## src/rtl/pwm_hz_pkg.sv

```systemverilog
package pwm_hz_pkg;
  // Strobes from the control FSM to the datapath; at most one of
  // clear/load/advance is active, pulseDone rides with a load.
  typedef struct packed {
    logic clear;
    logic load;
    logic advance;
    logic pulseDone;
  } pwmStrobe_t;
endpackage

```

## src/rtl/pwm_hz_ctrl.sv

```systemverilog
module pwm_hz_ctrl
  import pwm_hz_pkg::*;
(
  input  logic       clk,
  input  logic       rstN,
  input  logic       enable,
  input  logic       atEnd,
  input  logic       zeroPeriod,
  output pwmStrobe_t stb
);
  logic running;

  always_ff @(posedge clk or negedge rstN) begin
    if (!rstN) running <= 1'b0;
    else       running <= enable;
  end

  // Period boundaries: idle->run, end of a full period, or a zero
  // period that is re-evaluated every cycle until a frequency arrives.
  always_comb begin
    stb = '0;
    if (!enable) begin
      stb.clear = 1'b1;
    end else if (!running || zeroPeriod) begin
      stb.load = 1'b1;
    end else if (atEnd) begin
      stb.load      = 1'b1;
      stb.pulseDone = 1'b1;
    end else begin
      stb.advance = 1'b1;
    end
  end
endmodule

```

## src/rtl/pwm_hz_datapath.sv

```systemverilog
module pwm_hz_datapath
  import pwm_hz_pkg::*;
#(
  parameter int CLK_HZ = 2_000_000,
  parameter int MAX_HZ = 200_000,
  parameter int DATA_W = 32,
  parameter int PER_W  = 21
) (
  input  logic              clk,
  input  logic              rstN,
  input  logic [DATA_W-1:0] freqHz,
  input  logic [DATA_W-1:0] dutyPct,
  input  pwmStrobe_t        stb,
  output logic              atEnd,
  output logic              zeroPeriod,
  output logic              pwmOut
);
  localparam int PCT_W  = 7;
  localparam int PROD_W = PER_W + PCT_W;
  localparam logic [DATA_W-1:0] CLK_V  = DATA_W'(CLK_HZ);
  localparam logic [DATA_W-1:0] MAX_V  = DATA_W'(MAX_HZ);
  localparam logic [DATA_W-1:0] FULL_V = DATA_W'(100);

  logic [DATA_W-1:0] freqEff;
  logic [PCT_W-1:0]  dutyEff;
  logic [PER_W-1:0]  periodNew, highNew;
  logic [PROD_W-1:0] prod;
  logic [PER_W-1:0]  cnt, curPeriod, curHigh;

  // Clamp the requests, then derive period and high time in cycles.
  always_comb begin
    freqEff   = (freqHz > MAX_V) ? MAX_V : freqHz;
    dutyEff   = (dutyPct > FULL_V) ? PCT_W'(100) : dutyPct[PCT_W-1:0];
    periodNew = (freqEff == '0) ? '0 : PER_W'(CLK_V / freqEff);
    prod      = PROD_W'(periodNew) * PROD_W'(dutyEff);
    highNew   = PER_W'(prod / PROD_W'(100));
  end

  always_ff @(posedge clk or negedge rstN) begin
    if (!rstN) begin
      cnt       <= '0;
      curPeriod <= '0;
      curHigh   <= '0;
    end else if (stb.clear) begin
      cnt       <= '0;
      curPeriod <= '0;
      curHigh   <= '0;
    end else if (stb.load) begin
      cnt       <= '0;
      curPeriod <= periodNew;
      curHigh   <= highNew;
    end else if (stb.advance) begin
      cnt <= cnt + PER_W'(1);
    end
  end

  assign zeroPeriod = (curPeriod == '0);
  assign atEnd      = (cnt == curPeriod - PER_W'(1));
  assign pwmOut     = (cnt < curHigh);
endmodule

```

## src/rtl/pwm_hz_accum.sv

```systemverilog
module pwm_hz_accum #(
  parameter int ACC_W  = 32,
  parameter int HALF_W = 16
) (
  input  logic                        clk,
  input  logic                        rstN,
  input  logic [ACC_W/HALF_W-1:0]     wrHalf,
  input  logic [HALF_W-1:0]           wrData,
  input  logic                        pulseDone,
  output logic [ACC_W-1:0]            acc,
  output logic                        ovf
);
  localparam int NUM_HALF = ACC_W / HALF_W;

  logic [ACC_W-1:0] accNext;
  logic             wrapNow;

  always_comb begin
    accNext = acc;
    wrapNow = 1'b0;
    if (|wrHalf) begin
      for (int h = 0; h < NUM_HALF; h++) begin
        if (wrHalf[h]) accNext[h*HALF_W +: HALF_W] = wrData;
      end
    end else if (pulseDone) begin
      accNext = acc + ACC_W'(1);
      wrapNow = &acc;
    end
  end

  always_ff @(posedge clk or negedge rstN) begin
    if (!rstN) begin
      acc <= '0;
      ovf <= 1'b0;
    end else begin
      acc <= accNext;
      if (wrapNow) ovf <= 1'b1;
    end
  end
endmodule

```

## src/rtl/pwm_hz_gen.sv

```systemverilog
module pwm_hz_gen
  import pwm_hz_pkg::*;
#(
  parameter int CLK_HZ = 2_000_000,
  parameter int MAX_HZ = 200_000,
  parameter int DATA_W = 32,
  parameter int ACC_W  = 32,
  parameter int HALF_W = 16
) (
  input  logic              clk,
  input  logic              rstN,
  input  logic              enable,
  input  logic [DATA_W-1:0] freqHz,
  input  logic [DATA_W-1:0] dutyPct,
  input  logic              accWrLo,
  input  logic              accWrHi,
  input  logic [HALF_W-1:0] accWrData,
  output logic [HALF_W-1:0] accLo,
  output logic [HALF_W-1:0] accHi,
  output logic              ovfFlag,
  output logic              pwmOut
);
  localparam int PER_W = $clog2(CLK_HZ + 1);

  pwmStrobe_t       stb;
  logic             atEnd, zeroPeriod;
  logic [ACC_W-1:0] acc;

  pwm_hz_ctrl uCtrl (
    .clk(clk), .rstN(rstN), .enable(enable),
    .atEnd(atEnd), .zeroPeriod(zeroPeriod), .stb(stb)
  );

  pwm_hz_datapath #(
    .CLK_HZ(CLK_HZ), .MAX_HZ(MAX_HZ), .DATA_W(DATA_W), .PER_W(PER_W)
  ) uPath (
    .clk(clk), .rstN(rstN), .freqHz(freqHz), .dutyPct(dutyPct),
    .stb(stb), .atEnd(atEnd), .zeroPeriod(zeroPeriod), .pwmOut(pwmOut)
  );

  pwm_hz_accum #(.ACC_W(ACC_W), .HALF_W(HALF_W)) uAcc (
    .clk(clk), .rstN(rstN), .wrHalf({accWrHi, accWrLo}),
    .wrData(accWrData), .pulseDone(stb.pulseDone), .acc(acc), .ovf(ovfFlag)
  );

  assign accLo = acc[HALF_W-1:0];
  assign accHi = acc[ACC_W-1:HALF_W];
endmodule

```

## config.mk

```make
export PLATFORM = sky130hd
export DESIGN_NAME = pwm_hz_gen
export DESIGN_NICKNAME = d
export VERILOG_FILES = /design/src/rtl/pwm_hz_pkg.sv /design/src/rtl/pwm_hz_ctrl.sv /design/src/rtl/pwm_hz_datapath.sv /design/src/rtl/pwm_hz_accum.sv /design/src/rtl/pwm_hz_gen.sv
export SDC_FILE = /design/constraint.sdc
export NUM_CORES = 2
export LEC_CHECK = 0
export CAP_MARGIN = 10
export CORE_MARGIN = 2
export CORE_UTILIZATION = 50
export CTS_CLUSTER_DIAMETER = 150
export DETAILED_ROUTE_END_ITERATION = 7
export PLACE_DENSITY = 0.73
export SYNTH_ARGS = -nofsm -noshare
export SYNTH_HDL_FRONTEND = slang
export SYNTH_SLANG_ARGS = --single-unit
```

## constraint.sdc

```tcl
create_clock -name clk -period 4.17 [get_ports clk]
set_clock_uncertainty 0.2 [all_clocks]
set_input_delay 0.417 -clock clk [delete_from_list [all_inputs] [get_ports clk]]
set_output_delay 0.417 -clock clk [all_outputs]
set_load 0.005 [all_outputs]
```

==> results_dict.tcl, run 1 <==
set metrics [dict create \
    yosysSeqAreaShare_pct 6.17 \
    synth_enable_flop_cells 0 \
    postSynth.topFlopCell "dfrtp_1" \
    synth_cells 5344 \
    outcome "aborted with a tool error" \
    die_y_um 285 \
    synth.largest_area_cell "ha_1" \
    grt-worst-endpoint "uPath.curHigh[0]$_DFFE_PN0P_/D" \
    cts-root-buf "clkbuf_16" \
    postSynthAreaPerCell_um2 7.36 \
    synth_area_leaders "ha_1, xnor2_1, dfrtp_1" \
    flow.stopped_at "global routing" \
    port-buffer-count 118 \
    firstError "[ERROR GRT-0232] Routing congestion too high. Check the congestion heatmap in the GUI." \
    yosys_warnings 0 \
    placed_cell_area_um2 55100 \
    synthArstFlopShare_pct 100 \
    cts.sinks 97 \
    cts_max_path_buffers 2 \
    num_rows 102 \
    htree_levels 3 \
    grt_overflow 2076 \
    cts-buffers-inserted 9 \
    synth_top_area_share_pct 18.0 \
    io-pin-count 119 \
    gpl.final_weighted_congestion 0.959 \
    synth_cell_types 127 \
    synth-seq-cells 97 \
    grt_start_max_net_pins 43 \
    worstEpCategory "sequential cell input" \
    gr-usage-all-layers_pct 84.6 \
    post_synth_design_cell_area_um2 39300 \
    initial_utilization_pct 50.6 \
    die_w_um 285 \
    detailed_place_hpwl_um 110000 \
]
per-stage QoR:
| stage | setup slack (ns) | std cells | utilization (%) | hold WS, ns | setup TNS [ns] |
|---|---|---|---|---|---|
| global placement | -99.12 | 8066 | 70.9 | 0.192 | -2990.04 |
| detailed placement | -103.16 | 8066 | 70.9 | 0.195 | -3120.55 |
| CTS | -99.60 | 8751 | 79.7 | 0.297 | -3005.88 |
| floorplan | -101.30 | 5448 | - | -0.0786 | -3075.17 |
cell usage after synthesis (14+ instances only):
| cell | count |
|---|---|
| nand4_1 | 64 |
| o211ai_1 | 37 |
| dfrtp_1 | 97 |
| ha_1 | 565 |
| o22ai_1 | 16 |
| and2_1 | 124 |
| xor2_1 | 136 |
| buf_2 | 19 |
| xnor2_1 | 293 |
| nand2b_1 | 107 |
| a21oi_1 | 434 |
| inv_1 | 319 |
| a211oi_1 | 31 |
| nor2_1 | 403 |
| nor3_1 | 109 |
| o22a_1 | 15 |
| o21a_1 | 111 |
| a31oi_1 | 39 |
| clkbuf_1 | 136 |
| a31o_2 | 14 |
| nor2b_1 | 85 |
| or2_2 | 18 |
| nand2_1 | 492 |
| nand3_1 | 70 |
| or3_1 | 55 |
| a211o_1 | 14 |
| mux2_2 | 199 |
| mux2i_1 | 30 |
| nor4_1 | 32 |
| a22o_1 | 34 |
| a21o_1 | 205 |
| fa_1 | 94 |
| o21bai_1 | 59 |
| o21ai_0 | 455 |
| buf_1 | 15 |
| and3_1 | 35 |
| a21boi_0 | 35 |
| o21ai_1 | 25 |
| o31ai_1 | 68 |
cell families after synthesis:
family                     after synthesis  synth area share [%]
AOI/OAI and AO/OA                     1755                  29.0
xor gates and xnor gates               432                  9.70
adders and majority gates              664                  22.9
buffers and inverters                  505                  5.11
DFF                                     97                  6.17
muxes                                  230                  6.52
other                                    2                0.0191
and+or+nand+nor                       1659                  20.6
routing by layer:
metal  GRT usage, %  overflow
met1           79.9       134
met2           97.7      1329
met3           76.0       100
met4           88.1       495
met5           62.9        18
timing repair:
item / in CTS
gates cloned: 2
hold buffers: 1
pin swaps: 380
setup buffers: 668
endpoints found under the setup margin: 43
endpoints found under the hold margin: 33
gates resized for setup: 372
==> run 2, diff against run 1 <==
Settings changed: CORE_UTILIZATION 50 to 35, CTS_CLUSTER_DIAMETER 150 to default, PLACE_DENSITY 0.73 to default, PLACE_DENSITY_LB_ADDON from default to 0.15.
==> run 2 against run 1 <==
  * Synthesized area unchanged
  * The flow now finishes, with violations (setup timing)
  * Synthesized cell count unchanged
==> results_dict.tcl, run 2 <==
set metrics [dict create \
    outcome "complete, but fails checks" \
    violations "setup timing" \
    drt-vias-per-instance 5.18 \
    layout.cells.most_common_list "buf_4, ha_1, nand2_1" \
    post-route-period-util_pct 2520 \
    post_synth_design_cell_area_um2 39300 \
    crit_path_max_delay_family "compound AO/OA/AOI/OAI gates" \
    timing.fmax_ghz 0.00951 \
    required_ns 4.24 \
    p_total_mw 2.58 \
    postSynthAreaPerCell_um2 7.36 \
    final.fill_count 10300 \
    antenna_cells 0 \
    cts_tree "done" \
    timing.slew.headroom_pct 39.6 \
    cp-start-kind "primary input" \
    number_of_antenna_violations_at_the_first_check_in_global_routing 0 \
    holdCritPathClass "flop to flop" \
    power.ir.vdd_worst_v 0.000225 \
    synth.largest_area_cell "ha_1" \
    yosys.cell_count.top_type "ha_1" \
    grt_pass1_vias 45700 \
    fin_util_pct 56.6 \
    fin_nets 8323 \
    setup_ws_ns -100.95 \
    critPathBufInv 98 \
    drc_errors 0 \
    finalInstanceArea_um2 62900 \
    area.growth.synth_to_final_pct 59.9 \
    postSynth.topFlopCell "dfrtp_1" \
    cp_slowest_stage_delay_ns 0.57 \
    clock_latency_of_the_later_clocked_register_in_the_worst_skew_pair_ns 0.37 \
    timing_worst_slew_pin_value_ns 0.906 \
    cts-buffers-inserted 9 \
    antenna_left 0 \
    synth_area_leaders "ha_1, xnor2_1, dfrtp_1" \
    worst-endpoint-arrival_ns 105.19 \
    gr-usage-all-layers_pct 24.1 \
    cts_max_path_buffers 2 \
    cp_slowest_cell "o41a_1" \
    worst_path_most_repeated_cell "a21oi_2" \
    wl_um 147000 \
    htree_levels 3 \
    grt_overflow 0 \
    drive_gt1_share_pct 41.0 \
    grt_start_max_net_pins 64 \
    detailed_place_hpwl_um 112000 \
    timing.max_cap.violations 0 \
    synth_cells 5344 \
    final.min_clock_period_ns 105.12 \
    yosysSeqAreaShare_pct 6.17 \
    initial_utilization_pct 35.4 \
    grt_first_pass_wirelength_um 232000 \
    synth_enable_flop_cells 0 \
    yosys_warnings 0 \
    path_clk_slew_ns 0.07 \
    placed_cell_area_um2 56400 \
    layout.area.seq_um2 2430 \
    die_w_um 339 \
    num_rows 122 \
    worstSetupEndpointType "flop" \
    crit_fanout 11 \
    detailedRoute.firstPassIterationCount 6 \
    synthArstFlopShare_pct 100 \
    synth_cell_types 127 \
    crit_type "primary input to flop" \
    grt_setup_unrepaired "yes" \
    fp.coreArea_um2 111000 \
    p_leak_nw 31.0 \
    area_enclosed_by_the_die_boundary_um2 115000 \
    die_y_um 339 \
    via_count 47000 \
    power_density_nw_per_um2 41.0 \
    io-pin-count 119 \
    finalSetupViolations 43 \
    synthTopCellsByCount "ha_1, nand2_1, o21ai_0" \
    report.final.hold_viol_count 0 \
    slew_violations 0 \
    layout.cells.most_common "buf_4" \
    dr.first_iter.drc_count 2123 \
    port-buffer-count 118 \
    synth_top_area_share_pct 18.0 \
    synth-seq-cells 97 \
    multiInputGateArea_um2 38900 \
    routed_wl_per_cell_um 16.2 \
    largest_register "uAcc.acc" \
    cts.sinks 97 \
    cts-root-buf "clkbuf_16" \
    gpl.final_weighted_congestion 0.886 \
    largest_register_ff_count 32 \
]
==> run 2: where the power goes <==
group          internal [mW]  total [mW]  leakage [nW]  switching, mW
sequential             0.979        1.03          1.27         0.0501
clock                  0.484       0.912         0.157          0.428
combinational          0.342       0.637          29.6          0.295
total                   1.80        2.58          31.0          0.773
==> run 2: path summary, 6_finish.rpt <==
| path | slack, ns | from | end | cells after the start |
|---|---|---|---|---|
| hold / removal | 0.28 | uAcc.ovf | uAcc.ovf | 1 |
| min in group asynchronous | 0.49 | rstN | uAcc.acc[3] | 2 |
| hold reg to reg | 0.28 | uAcc.ovf | uAcc.ovf | 1 |
| setup reg to reg | 0.21 | uPath.curPeriod[8] | uAcc.acc[3] | 15 |
| setup / recovery | -100.95 | freqHz[12] | uPath.curHigh[0] | 686 |
| max in group asynchronous | 2.53 | rstN | uPath.curPeriod[0] | 3 |
==> run 2: stage by stage <==
step	TNS (ns)	hold slack, ns	cells	setup WS, ns
after CTS	-3018.96	0.283	8909	-99.95
after floorplan	-3075.17	-0.0786	5448	-101.30
after detailed placement	-3102.59	0.266	8598	-102.70
after global placement	-3038.45	0.252	8598	-100.80
final	-3040.76	0.279	9072	-100.95
after global routing	-3253.44	0.307	9072	-107.76
==> run 2: timing repair <==
action                                 in CTS  in global routing
gates resized for setup                   229                410
hold buffers                                1                  0
pin swaps                                 247                357
endpoints found under the hold margin      18                  0
setup endpoints to repair                  44                 74
setup buffers                             292                168
cloned                                      2                  2
==> run 2: kinds of logic after synthesis <==
| logic type | after synthesis | synth area share [%] |
|---|---|---|
| DFF | 97 | 6.17 |
| other | 2 | 0.0191 |
| buffers and inverters | 505 | 5.11 |
| and+or+nand+nor | 1659 | 20.6 |
| xor gates and xnor gates | 432 | 9.70 |
| AOI/OAI and AO/OA | 1755 | 29.0 |
| muxes | 230 | 6.52 |
| adders and majority gates | 664 | 22.9 |
==> run 2: metal layers <==
metal	routed length [um]	global-route usage, %	up-vias
li1	-	-	23800
met3	3960	1.16	195
met4	3540	5.45	0
met1	68000	31.9	22300
met5	0	0	-
met2	71300	42.8	767
==> run 2: final cells by class <==
cell class	instances	share of cell area [%]
Inverter	320	1.92
Clock inverter	7	0.151
Sequential cell	97	3.86
Multi-Input combinational cell	4847	61.8
Timing Repair Buffer	2304	28.9
Tap cell	1488	2.96
Clock buffer	9	0.358
==> run 2: worst reg2reg max path, cell delays in order, from the launching register on <==
cell	delay, ns
dfrtp_1	0.38
or3_1	0.45
or3_1	0.39
nor3_1	0.24
nand2_1	0.16
nor3b_1	0.22
a21oi_1	0.06
nand2_1	0.07
o21ai_0	0.07
o22ai_1	0.39
nand3_2	0.24
nor3_2	0.21
buf_4	0.16
or2_2	0.19
o21ai_0	0.17
a22o_1	0.27
Note: power is estimated with default switching activity, not from simulation.
